<file path="src/rtl/kwd_pkg.sv">
package kwd_pkg;
  // countdown state of the watchdog
  typedef enum logic {WD_IDLE = 1'b0, WD_COUNTING = 1'b1} wd_state_e;
  // value of the command bit that starts the countdown
  localparam logic KWD_CMD_RUN = 1'b1;
endpackage

</file>
<file path="src/rtl/kwd_keycheck.sv">
module kwd_keycheck #(
  parameter int KEY_W = 7
) (
  input  logic             wr_en,
  input  logic [KEY_W-1:0] new_key,
  input  logic [KEY_W-1:0] stored_key,
  input  logic             locked,
  output logic             accept,
  output logic             key_ok
);
  // key that the next write has to present while locked
  function automatic logic [KEY_W-1:0] expected_key(input logic [KEY_W-1:0] prev);
    return ~prev;
  endfunction

  always_comb begin
    key_ok = (new_key == expected_key(stored_key));
    accept = wr_en && (!locked || key_ok);
  end
endmodule

</file>
<file path="src/rtl/kwd_ctrlreg.sv">
module kwd_ctrlreg #(
  parameter int KEY_W = 7
) (
  input  logic             clk,
  input  logic             rst_n,
  input  logic             accept,
  input  logic [KEY_W-1:0] new_key,
  input  logic             new_cmd,
  output logic [KEY_W-1:0] stored_key,
  output logic             locked
);
  always_ff @(posedge clk) begin
    if (!rst_n) begin
      stored_key <= '0;
      locked     <= 1'b0;
    end else if (accept) begin
      stored_key <= new_key;
      locked     <= new_cmd;
    end
  end
endmodule

</file>
<file path="src/rtl/kwd_counter.sv">
module kwd_counter
  import kwd_pkg::*;
#(
  parameter int CNT_W = 8
) (
  input  logic           clk,
  input  logic           rst_n,
  input  logic           load,
  input  logic [CNT_W-1:0] load_cnt,
  input  logic           load_run,
  input  logic           tick_en,
  output logic [CNT_W:0] count,
  output logic           running,
  output logic           expire,
  output logic           rst_req
);
  localparam int VW = CNT_W + 1;
  localparam logic [VW-1:0] FULL = VW'(1) << CNT_W;
  localparam logic [VW-1:0] ONE  = VW'(1);

  // a zero count field stands for the full range
  function automatic logic [VW-1:0] reload_of(input logic [CNT_W-1:0] f);
    return (f == '0) ? FULL : {1'b0, f};
  endfunction

  wd_state_e state;
  logic      step;

  always_comb begin
    running = (state == WD_COUNTING);
    step    = running && tick_en && !load;
    expire  = step && (count == ONE);
  end

  always_ff @(posedge clk) begin
    if (!rst_n) begin
      count   <= '0;
      state   <= WD_IDLE;
      rst_req <= 1'b0;
    end else begin
      rst_req <= expire;
      if (load) begin
        count <= reload_of(load_cnt);
        state <= (load_run == KWD_CMD_RUN) ? WD_COUNTING : WD_IDLE;
      end else if (step) begin
        count <= count - ONE;
        if (count == ONE) state <= WD_IDLE;
      end
    end
  end

  AST_LOAD_VALUE: assert property (@(posedge clk) disable iff (!rst_n)
    load |=> (count == reload_of($past(load_cnt))));
  AST_RUN_CMD: assert property (@(posedge clk) disable iff (!rst_n)
    load |=> (running == $past(load_run)));
  AST_TICK_STEP: assert property (@(posedge clk) disable iff (!rst_n)
    (running && tick_en && !load && count > ONE) |=> (count == $past(count) - ONE));
  AST_HOLD_NO_TICK: assert property (@(posedge clk) disable iff (!rst_n)
    (!tick_en && !load) |=> $stable(count));
  AST_FIRE: assert property (@(posedge clk) disable iff (!rst_n)
    expire |=> (rst_req && !running && count == '0));
  AST_ONE_PULSE: assert property (@(posedge clk) disable iff (!rst_n)
    rst_req |=> !rst_req);
endmodule

</file>
<file path="src/rtl/keyed_wdog.sv">
module keyed_wdog #(
  parameter int KEY_W = 7,
  parameter int CNT_W = 8,
  localparam int DW = KEY_W + 1 + CNT_W
) (
  input  logic          clk,
  input  logic          rst_n,
  input  logic          wr_en,
  input  logic [DW-1:0] wr_data,
  input  logic          tick_en,
  output logic          rst_req,
  output logic [CNT_W:0] cur_count,
  output logic          armed,
  output logic          locked
);
  localparam int CMD_BIT = CNT_W;
  localparam int KEY_LSB = CNT_W + 1;

  logic [KEY_W-1:0] new_key, stored_key;
  logic             new_cmd, accept, key_ok, expire;
  logic [CNT_W-1:0] new_cnt;

  assign new_key = wr_data[KEY_LSB +: KEY_W];
  assign new_cmd = wr_data[CMD_BIT];
  assign new_cnt = wr_data[CNT_W-1:0];

  kwd_keycheck #(.KEY_W(KEY_W)) u_key (
    .wr_en(wr_en), .new_key(new_key), .stored_key(stored_key),
    .locked(locked), .accept(accept), .key_ok(key_ok)
  );

  kwd_ctrlreg #(.KEY_W(KEY_W)) u_reg (
    .clk(clk), .rst_n(rst_n), .accept(accept), .new_key(new_key),
    .new_cmd(new_cmd), .stored_key(stored_key), .locked(locked)
  );

  kwd_counter #(.CNT_W(CNT_W)) u_cnt (
    .clk(clk), .rst_n(rst_n), .load(accept), .load_cnt(new_cnt),
    .load_run(new_cmd), .tick_en(tick_en), .count(cur_count),
    .running(armed), .expire(expire), .rst_req(rst_req)
  );

  AST_REJECT_KEEPS: assert property (@(posedge clk) disable iff (!rst_n)
    (locked && wr_en && !key_ok && !tick_en) |=> ($stable(cur_count) && $stable(armed) && $stable(locked)));
  AST_REPEAT_KEY_DROPPED: assert property (@(posedge clk) disable iff (!rst_n)
    (locked && wr_en && new_key == stored_key) |=> $stable(stored_key));
  AST_FREE_WRITE: assert property (@(posedge clk) disable iff (!rst_n)
    (!locked && wr_en) |=> (stored_key == $past(new_key) && locked == $past(new_cmd)));
  AST_LOCK_TRACKS: assert property (@(posedge clk) disable iff (!rst_n)
    (wr_en && key_ok) |=> (locked == $past(new_cmd)));
  AST_FIRE_ONLY_ARMED: assert property (@(posedge clk) disable iff (!rst_n)
    $rose(rst_req) |-> $past(armed));
endmodule

</file>
<file path="config.mk">
export PLATFORM = sky130hd
export DESIGN_NAME = keyed_wdog
export DESIGN_NICKNAME = d
export VERILOG_FILES = /design/src/rtl/kwd_pkg.sv /design/src/rtl/kwd_keycheck.sv /design/src/rtl/kwd_ctrlreg.sv /design/src/rtl/kwd_counter.sv /design/src/rtl/keyed_wdog.sv
export SDC_FILE = /design/constraint.sdc
export NUM_CORES = 1
export LEC_CHECK = 0
export ABC_AREA = 1
export BUFFER_PORTS_ARGS = -buffer_cell sky130_fd_sc_hd__buf_2
export CAP_MARGIN = 10
export CORE_ASPECT_RATIO = 1.1
export CORE_MARGIN = 2
export CORE_UTILIZATION = 40
export DETAILED_ROUTE_END_ITERATION = 8
export GPL_ROUTABILITY_DRIVEN = 0
export PLACE_DENSITY = 0.66
export RECOVER_POWER = 50
export SYNTH_ARGS = -nofsm -noshare
export SYNTH_HDL_FRONTEND = slang
export SYNTH_SLANG_ARGS = --single-unit
</file>
<file path="constraint.sdc">
create_clock -name clk -period 1.2 [get_ports clk]
set_input_delay 0.24 -clock clk [delete_from_list [all_inputs] [get_ports clk]]
set_output_delay 0.24 -clock clk [all_outputs]
set_load 0.005 [all_outputs]
</file>
==> qor.yml <==
global_routing:
  grt_use_total_pct: 18.0
  grt_pass1_wl_um: 4840
  antenna_found_initial: 0
  grt_max_degree: 21
  overflow: 0
  first_global_vias: 1184
clock_network:
  clkTransAtPathRegs_ns: 0.13
  clkLatencyLatePin_ns: 0.31
  numCtsBuffers: 3
  postCtsHoldBufs: 0
  htree_levels: 1
  cts_root_buf: "clkbuf_4"
  cts_tree: "built"
  clockBufferDepth: 2
  numClockSinks: 19
placement:
  portBuffers: 31
  dp_hpwl_um: 2190
  pre_cts_slack_ns: -0.267
  placed_cells: 247
final_layout:
  drive_above_1_share_pct: 35.9
  multi_input_area_um2: 668
  final_util_pct: 56.5
  area_growth_pct: 34.7
  final_common_cell: "nand2_1"
  seqCellArea_um2: 389
  final_nets: 243
  diodes: 0
  num-fill-cells: 260
  layout_common_cells: "nand2_1 (33), buf_2 (30), nand3_1 (26)"
  stdcell_count: 253
power_and_ir_drop:
  ir_drop_uv: 525
  pwr-share-clk_pct: 22.8
  p_int_mw: 1.04
  p_sw_mw: 0.510
  p_leak_nw: 0.852
  power_mw: 1.55
  p_sw_share_pct: 32.9
  seqPwrFrac_pct: 45.8
  combPwrFrac_pct: 31.4
  powerDensity_nw_per_um2: 988
timing:
  finalSetupViolCount: 19
  min_period_ns: 1.45
  hold_viol: 0
  worst_pin_slew_ns: 0.379
  max_slew_margin_pct: 74.5
  max_freq_mhz: 688
  post-route-period-util_pct: 121
  finalSetupTns_ns: -4.07
  slew_viol_final: 0
  timing.final.ws_setup_ns: -0.253
  fin_skew_ns: 0.0114
  rsz0062_at_grt: "true"
floorplan:
  dieArea_um2: 3360
  initial_utilization_pct: 41.9
  die_h_um: 60.6
  io_pins: 32
  core_area_um2: 2780
  die_x_um: 55.5
  num_rows: 20
drt:
  drtAntennaViolNets: 0
  viasPerCell: 4.99
  firstDrtPassIters: 4
  vias: 1262
  wl_um: 2880
  wire_per_inst_um: 11.4
  drt_iter0_markers: 37
  drc: 0
min_path:
  worstHoldEndpoint: "u_reg.locked"
  min_path_type: "in2reg"
  holdPathStages: 3
  min_from: "wr_data[8]"
critical_path:
  worst_setup_path_start_kind: "register"
  endpoint_kind: "register"
  reg2regPathDepth: 13
  cp.arrival_ns: 1.68
  timing.rr.start: "u_reg.stored_key[6]"
  crit_start: "u_reg.stored_key[6]"
  regToRegEndpoint: "u_cnt.count[5]"
  cp.required_ns: 1.43
  rrSetupSlack_ns: -0.25
  worstSetupPathType: "reg2reg"
  cp_max_fo: 9
logic_synthesis:
  synth_seq_area_share_pct: 32.7
  synth_area_um2: 1160
  yosys_warnings: 0
  yosysUniqueCellTypes: 22
  ys_ff_latch: 19
  syn_avg_cell_area_um2: 6.77
  synthCells: 172
  syn-num-nets: 194
run_status:
  run_status: "finished with violations"
  violations: "setup timing"
flow_run:
  max_cap_viol_count: 0
==> how the worst max path moves through the flow <==
stage / slack, ns / end / cells past startpoint
2_1_floorplan: -0.06 / u_cnt.count[6] / 13
3_3_place_gp: -0.24 / u_cnt.count[6] / 14
3_5_place_dp: -0.27 / u_cnt.count[5] / 14
4_1_cts: -0.25 / u_cnt.count[2] / 13
5_1_grt: -0.39 / u_cnt.count[3] / 12
6_report: -0.25 / u_cnt.count[5] / 13
==> critical path: stages (launching register included) <==
cell       delay (ns)
dfxtp_2          0.35
nand2_1          0.05
inv_1            0.03
nor2_1           0.08
nand2_1          0.07
nor2_2           0.12
nand2_2          0.10
nand2_4          0.08
nand2_4          0.07
clkbuf_16        0.16
nand3_1          0.08
nand3_2          0.07
nand2_1          0.06
inv_1            0.04
==> sequential cells by signal, summed over array words and instances (netlist names) <==
register / flops
u_cnt.count: 9
u_reg.stored_key: 7
u_cnt.rst_req: 1
u_cnt.running: 1
u_reg.locked: 1
==> cells by family after synthesis <==
| family | count (synthesis) | synth area share [%] |
|---|---|---|
| AOI/OAI and AO/OA | 13 | 6.98 |
| adders and majority gates | 2 | 2.15 |
| buffers and inverters | 30 | 12.6 |
| xor gates and xnor gates | 7 | 5.26 |
| DFF | 19 | 32.7 |
| and+or+nand+nor | 101 | 40.4 |
==> power groups by stage <==
stage | registers [mW] | logic (mW) | clock network, mW
final | 0.711 | 0.487 | 0.353
after global routing | 0.719 | 0.538 | 0.394
after CTS | 0.708 | 0.461 | 0.360
after detailed placement | 0.721 | 0.455 | 0
after global placement | 0.718 | 0.442 | 0
after floorplan | 0.727 | 0.273 | 0
==> timing repair <==
item                       CTS  global route
buffers inserted             0             1
gates cloned                 0             1
resized for setup            4            11
setup endpoints to repair   19            22
pin swaps                    0             3
==> final cells by class <==
type / instances / share of cell area (%)
Multi-Input combinational cell: 123 / 42.6
Tap cell: 33 / 2.63
Timing Repair Buffer: 51 / 22.6
Clock buffer: 3 / 1.44
Inverter: 23 / 5.50
Clock inverter: 1 / 0.478
Sequential cell: 19 / 24.8
==> cells in the mapped netlist <==
master     n  area [um^2]
nand3_1   29          145
clkbuf_1   2         7.51
a21boi_4   1         18.8
nor3b_1    1         7.51
nand3_2    3         30.0
buf_4      1         7.51
inv_1     22         82.6
buf_6      4         45.0
nor4_1     2         12.5
nor2_2     2         12.5
nand4_1    3         18.8
xnor2_1    3         26.3
nand2_2    6         37.5
dfxtp_1   19          380
ha_1       2         25.0
o21ai_0    8         40.0
a21oi_1    3         15.0
nor2_1    20         75.1
xor2_1     4         35.0
nand2_1   35          131
o31ai_1    1         7.51
clkinv_1   1         3.75
==> routing by layer <==
layer | global-route usage, % | part of all wire [%]
met1 | 20.3 | 44
met4 | 5.23 | 2.2
met3 | 2.56 | 4.3
met2 | 35.5 | 50
met5 | 0 | 0
==> stage by stage <==
step	hold WS [ns]	instance area (um^2)
floorplan	0.386	1170
global placement	0.452	1470
detailed placement	0.468	1470
CTS	0.182	1500
global route	0.182	1570
finish	0.180	1570
No activity file was read; power rests on OpenSTA's default activity.
